### src/rtl/i2c_sts_pkg.sv
package i2c_sts_pkg;

    localparam int STS_W   = 8;
    localparam int ENG_W   = STS_W - 2;
    localparam int SEL_W   = $clog2(STS_W);

    localparam int BIT_MST = STS_W - 1;
    localparam int BIT_ALD = STS_W - 2;

    typedef enum logic [1:0] {
        ST_RUN  = 2'd0,
        ST_WAKE = 2'd1,
        ST_HOLD = 2'd2
    } defer_st_t;

endpackage

### src/rtl/i2c_sts_defer_fsm.sv
module i2c_sts_defer_fsm
    import i2c_sts_pkg::*;
(
    input  logic clk,
    input  logic rst_n,
    input  logic wake_en,
    input  logic cond_det,
    output logic apply_upd,
    output logic hold_act
);

    defer_st_t state_q;
    defer_st_t state_d;

    // state register
    always_ff @(posedge clk or negedge rst_n) begin
        if (!rst_n) begin
            state_q <= ST_RUN;
        end else begin
            state_q <= state_d;
        end
    end

    // transitions
    always_comb begin
        state_d = state_q;
        unique case (state_q)
            ST_RUN: begin
                if (wake_en) state_d = ST_WAKE;
            end
            ST_WAKE: begin
                if (!wake_en) state_d = cond_det ? ST_RUN : ST_HOLD;
            end
            ST_HOLD: begin
                if (cond_det) state_d = wake_en ? ST_WAKE : ST_RUN;
            end
            default: state_d = ST_RUN;
        endcase
    end

    // outputs
    always_comb begin
        apply_upd = 1'b1;
        hold_act  = 1'b0;
        unique case (state_q)
            ST_RUN:  apply_upd = 1'b1;
            ST_WAKE: apply_upd = 1'b1;
            ST_HOLD: begin
                hold_act  = 1'b1;
                apply_upd = cond_det;
            end
            default: apply_upd = 1'b1;
        endcase
    end

endmodule

### src/rtl/i2c_sts_mst_ald.sv
module i2c_sts_mst_ald
    import i2c_sts_pkg::*;
(
    input  logic             clk,
    input  logic             rst_n,
    input  logic             start_gen,
    input  logic             stop_det,
    input  logic             arb_lost,
    input  logic             exit_rq,
    input  logic             en_fall,
    input  logic             rd_stb,
    input  logic             rd_bit,
    input  logic [SEL_W-1:0] rd_sel,
    input  logic             rd_ok,
    output logic             mst_nxt,
    output logic             ald_nxt
);

    logic mst_q;
    logic ald_q;
    logic mst_clr;
    logic sel_is_ald;
    logic rd_clr;

    assign sel_is_ald = (rd_sel == SEL_W'(BIT_ALD));
    assign mst_clr    = stop_det | arb_lost | exit_rq | en_fall;
    // permitted read of the word or of the flag itself, or bit access elsewhere
    assign rd_clr     = rd_stb & ((rd_ok & (!rd_bit | sel_is_ald)) |
                                  (rd_bit & !sel_is_ald));

    always_comb begin
        mst_nxt = mst_q;
        if (mst_clr)        mst_nxt = 1'b0;
        else if (start_gen) mst_nxt = 1'b1;
    end

    always_comb begin
        ald_nxt = ald_q;
        if (arb_lost)               ald_nxt = 1'b1;
        else if (en_fall || rd_clr) ald_nxt = 1'b0;
    end

    // live copy, keeps running while the visible word is frozen
    always_ff @(posedge clk or negedge rst_n) begin
        if (!rst_n) begin
            mst_q <= 1'b0;
            ald_q <= 1'b0;
        end else begin
            mst_q <= mst_nxt;
            ald_q <= ald_nxt;
        end
    end

endmodule

### src/rtl/i2c_sts_vis_bank.sv
module i2c_sts_vis_bank #(
    parameter int W = 8
) (
    input  logic         clk,
    input  logic         rst_n,
    input  logic         apply_upd,
    input  logic [W-1:0] nxt,
    output logic [W-1:0] vis
);

    for (genvar i = 0; i < W; i++) begin : g_bit
        always_ff @(posedge clk or negedge rst_n) begin
            if (!rst_n) begin
                vis[i] <= 1'b0;
            end else if (apply_upd) begin
                vis[i] <= nxt[i];
            end
        end
    end

endmodule

### src/rtl/i2c_sts_reg.sv
module i2c_sts_reg
    import i2c_sts_pkg::*;
(
    input  logic             clk,
    input  logic             rst_n,
    input  logic             ev_start_gen,
    input  logic             ev_start_det,
    input  logic             ev_stop_det,
    input  logic             ev_arb_lost,
    input  logic             ev_exit,
    input  logic             ev_en_fall,
    input  logic [ENG_W-1:0] eng_flags,
    input  logic             rd_stb,
    input  logic             rd_bit,
    input  logic [SEL_W-1:0] rd_sel,
    input  logic             rd_ok,
    input  logic             wake_en,
    output logic [STS_W-1:0] status,
    output logic             flag_mst,
    output logic             flag_ald,
    output logic             flag_ext,
    output logic             flag_match,
    output logic             flag_xmit,
    output logic             flag_ack,
    output logic             flag_std,
    output logic             flag_spd
);

    logic             apply_upd;
    logic             hold_act;
    logic             mst_nxt;
    logic             ald_nxt;
    logic [STS_W-1:0] sts_nxt;

    i2c_sts_defer_fsm u_fsm (
        .clk       (clk),
        .rst_n     (rst_n),
        .wake_en   (wake_en),
        .cond_det  (ev_start_det | ev_stop_det),
        .apply_upd (apply_upd),
        .hold_act  (hold_act)
    );

    i2c_sts_mst_ald u_core (
        .clk       (clk),
        .rst_n     (rst_n),
        .start_gen (ev_start_gen),
        .stop_det  (ev_stop_det),
        .arb_lost  (ev_arb_lost),
        .exit_rq   (ev_exit),
        .en_fall   (ev_en_fall),
        .rd_stb    (rd_stb),
        .rd_bit    (rd_bit),
        .rd_sel    (rd_sel),
        .rd_ok     (rd_ok),
        .mst_nxt   (mst_nxt),
        .ald_nxt   (ald_nxt)
    );

    assign sts_nxt = {mst_nxt, ald_nxt, eng_flags};

    i2c_sts_vis_bank #(.W(STS_W)) u_vis (
        .clk       (clk),
        .rst_n     (rst_n),
        .apply_upd (apply_upd),
        .nxt       (sts_nxt),
        .vis       (status)
    );

    assign flag_mst   = status[BIT_MST];
    assign flag_ald   = status[BIT_ALD];
    assign flag_ext   = status[5];
    assign flag_match = status[4];
    assign flag_xmit  = status[3];
    assign flag_ack   = status[2];
    assign flag_std   = status[1];
    assign flag_spd   = status[0];

endmodule

### config.mk
export PLATFORM = sky130hd
export DESIGN_NAME = i2c_sts_reg
export DESIGN_NICKNAME = d
export VERILOG_FILES = /design/src/rtl/i2c_sts_pkg.sv /design/src/rtl/i2c_sts_defer_fsm.sv /design/src/rtl/i2c_sts_mst_ald.sv /design/src/rtl/i2c_sts_vis_bank.sv /design/src/rtl/i2c_sts_reg.sv
export SDC_FILE = /design/constraint.sdc
export NUM_CORES = 1
export LEC_CHECK = 0
export BUFFER_PORTS_ARGS = -buffer_cell sky130_fd_sc_hd__buf_2
export CAP_MARGIN = 20
export CORE_MARGIN = 2
export CORE_UTILIZATION = 42
export CTS_BUF_LIST = sky130_fd_sc_hd__clkbuf_2
export CTS_CLUSTER_SIZE = 28
export DETAILED_ROUTE_END_ITERATION = 7
export PLACE_DENSITY = 0.84
export SYNTH_ARGS = -nofsm -noshare
export SYNTH_HDL_FRONTEND = slang
export SYNTH_HIERARCHICAL = 1
export SYNTH_SLANG_ARGS = --single-unit
### constraint.sdc
create_clock -name clk -period 1.5 [get_ports clk]
set_input_delay 0.375 -clock clk [delete_from_list [all_inputs] [get_ports clk]]
set_output_delay 0.375 -clock clk [all_outputs]
set_load 0.005 [all_outputs]
* After elaboration in Yosys (flattened, before gate mapping)
Index checks and enable logic that the tools add are counted.
** Cells by class
- Eq/ne operators :: 6
- Muxes and demuxes :: 11
- Bitwise gates (word level) :: 9
- Reduce and logical (&&, ||, !) cells :: 5
** Operator list (number)
- two-way mux 2 bit :: 4
- two-way mux 1 bit :: 6
- bitwise OR 1 bit :: 6
- case mux 2 bit (3 select lines) :: 1
- != test 2 bit (second input constant) :: 2
- bitwise AND 1 bit :: 3
- equality test 3 bit (second input constant) :: 1
- AND reduction 3 bit :: 1
- equality test 2 x 1 -> 1 bit (second input constant) :: 1
- equality test 2 bit (second input constant) :: 1
- logical NOT 1 bit :: 2
- logical NOT 2 bit :: 1
- != test 2 x 1 -> 1 bit (second input constant) :: 1
- logical OR 1 bit :: 1
** Storage, ports and cells
- Flip-flop bits (word level) :: 12
- Input port bits :: 21
- Output and inout port bits :: 16
- Word-level logic and storage cells :: 42

* Longest topological paths before layout
- Depth after elaboration :: 8
- Mapped depth :: 4
- Depth with buffers taken out :: 4

* Cells and area by module
Netlist, hierarchy kept.
** Modules (own cells, without submodules)
- i2c_sts_vis_bank :: instances 1, cells an instance 17, area each 331.6 µm², sequential area each 200.2 µm²
- i2c_sts_mst_ald :: instances 1, cells an instance 11, area each 97.6 µm², sequential area each 50.0 µm²
- i2c_sts_defer_fsm :: instances 1, cells an instance 8, area each 92.6 µm², sequential area each 50.0 µm²
- i2c_sts_reg :: instances 1, cells an instance 9, area each 66.3 µm², sequential area each 0.0 µm²

* Worst setup path before layout
Ideal clock, no wire load.
- Path type :: input to register
- Start :: in ev_stop_det
- End :: reg u_vis.vis[0]
- Setup time :: 0.125 ns
- Data arrival time :: 1.425 ns
- Required time :: 1.375 ns
- Path slack :: -0.051 ns
- Cell stages on the path :: 4
- Path buffers :: 1
- Path through :: or2_1 -> or3b_1 -> buf_6 -> mux2_4
** On the way
- Longest elaborated chain between the ends :: 2
** RTL lines
- start, declared :: line i2c_sts_reg.sv:8 : input logic ev_stop_det,
- bitwise OR 1 bit :: line i2c_sts_reg.sv:39 : .cond_det (ev_start_det | ev_stop_det),
- two-way mux 1 bit :: line i2c_sts_defer_fsm.sv:45 : unique case (state_q)
- named net apply_upd :: line i2c_sts_reg.sv:29 : logic apply_upd;
- end signal, assigned by index :: line i2c_sts_vis_bank.sv:16 : vis[i] <= nxt[i];
- end, declared :: line i2c_sts_vis_bank.sv:8 : output logic [W-1:0] vis
The timed path passes the listed nets, and every way through them passes these cells.
A chain may end at the register's enable or synchronous reset.

* Final worst setup path
Ends and elaborated chain as after synthesis.

==> flow_summary.yaml <==
die:
  ios: 37
  die_area_um2: 1700
  die_y_um: 41.2
  start_util: 0.447
  core_area_um2: 1300
  die_w_um: 41.2
  std_cell_rows: 13
placement:
  dpl_cell_area_um2: 732
  gp_congestion: 0.665
  io_buffers: 36
  dp_hpwl_um: 890
  post-place-ws_ps: -203
  dpl.cell_count: 89
global_routing:
  grt_pass1_wl_mm: 1.80
  grt_max_degree: 13
  grt_pass1_vias: 400
  antenna_found_initial: 0
  overflow: 0
  grtUsageTotal: 0.172
outcome:
  outcome: "complete, no violations"
power_and_ir_drop:
  total_power_mw: 0.606
  powerDensity_nw_per_um2: 797
  leakage_nw: 0.436
  ir_worst_vdd_v: 0.000449
clocking:
  cts_tree: "done"
  post-cts-setup-buffer-count: 0
  htreeDepth: 1
  clk_latency_ps: 260
  cts.sinks: 12
  cts_root_buf: "clkbuf_2"
  cts_buffer_depth: 2
  cts.clk_slew.worst_paths_ps: 120
  cts_buffers: 3
synthesis:
  yosys_warnings: 6
  synthCells: 44
  syn-cell-area_um2: 582
  syn_area_per_cell_um2: 13.2
  syn_nets: 65
sta:
  skew_ps: 15.4
  finalCritPeriodShare: 0.958
  hold_violations: 0
  fin_ws_ps: 63.7
  report.final.setup_viol: 0
  final.setup.tns_ps: 0
  rsz0062_at_grt: "false"
  maxSlewViolCount: 0
  fin_hold_ws_ps: 341
  max_freq_ghz: 0.696
  slew_headroom: 0.807
  layout_min_cycle_time_ps: 1440
  worstMarginPinSlew_ps: 287
hold_path:
  hold_path_class: "in -> reg"
route:
  ant_nets: 0
  drt-total-wl_mm: 1.14
  drc: 0
  via_per_inst: 4.57
  drt_iter0_drc: 6
  wl_per_cell_um: 12.2
  dr.pass1.iters: 4
  num_vias: 430
cells_and_area:
  drive_above_1_share: 0.633
  finalCoreUtilization: 0.585
  instances_no_fill: 94
  diodes: 0
  num-fill-cells: 128
  syn2layout_area_growth_pct: 30.8
  nets: 101
  fin_area_um2: 761
flow_run:
  max_cap_violations: 0
setup_path:
  crit_required_ps: 1640
  cp_data_arrival_time_ps: 1570
  startpoint_type: "primary input"
  crit_type: "in -> reg"
  cp_max_fo: 4
  critical_path.endpoint_type: "flop"
[worst paths after layout]
kind	startpoint	end	slack, ps	depth (start not counted)
setup / recovery	ev_stop_det	u_vis/vis[0]$_DFFE_PN0P_	60	5
hold / removal	eng_flags[2]	u_vis/vis[2]$_DFFE_PN0P_	340	2
setup reg to reg	u_fsm/state_q[0]$_DFFE_PN0P_	u_vis/vis[0]$_DFFE_PN0P_	100	3
hold reg to reg	u_fsm/state_q[1]$_DFFE_PN0P_	u_fsm/state_q[0]$_DFFE_PN0P_	470	1
max in group asynchronous	rst_n	u_vis/vis[5]$_DFFE_PN0P_	770	2
min in group asynchronous	rst_n	u_core/mst_q$_DFF_PN0_	500	2
[cell type report]
| type | count | area [µm²] | area share |
|---|---|---|---|
| clock buffers | 3 | 15.0 | 0.0197 |
| flip-flops and latches | 12 | 300 | 0.395 |
| multi-input cells | 22 | 206 | 0.271 |
| repair buffers | 40 | 213 | 0.280 |
| well taps | 15 | 18.8 | 0.0247 |
| inverters | 1 | 3.75 | 0.00493 |
| clock inverters | 1 | 3.75 | 0.00493 |
[worst max-delay path, stage by stage]
cell and delay [ps]:
buf_2 100, or2_1 250, or3b_1 380, buf_4 180, mux2_4 300
[sequential cells by signal, summed over array words and instances (netlist names)]
register       flops
u_core/mst_q       1
u_core/ald_q       1
u_fsm/state_q      2
u_vis/vis          8
[power by group]
part	internal [mW]	switching [mW]	total [mW]	leakage, nW
Sequential	0.340	0.0113	0.352	0.146
Combinational	0.0594	0.0362	0.0956	0.276
Clock	0.0580	0.101	0.159	0.0140
[metal layers]
layer  vias up  track usage  part of all wire
li1        211            -                 -
met1       200        0.209              0.42
met2        19        0.281              0.51
met3         0       0.0435             0.068
met4         0       0.0806                 0
met5         -            0                 0
[placed cells by master (no fill, tap or decap)]
| cell | n |
|---|---|
| buf_2 | 36 |
| dfrtp_1 | 12 |
| mux2_4 | 8 |
| clkbuf_2 | 3 |
| buf_4 | 3 |
| nand2_1 | 3 |
| or2_1 | 1 |
| clkinv_1 | 1 |
| dlygate4sd3_1 | 1 |
| nand3b_1 | 1 |
| nor2_1 | 1 |
| inv_1 | 1 |
| a31oi_1 | 1 |
| a21oi_1 | 1 |
| nor4_1 | 1 |
| o21a_1 | 1 |
| or3b_1 | 1 |
| nand2b_1 | 1 |
| a21boi_0 | 1 |
| or4b_1 | 1 |
[what timing repair did]
| action | CTS | global route |
|---|---|---|
| hold endpoints to repair | 12 | 0 |
| gates resized for setup | 0 | 0 |
| hold buffers | 1 | 0 |
(Power assumes the default switching activity.)
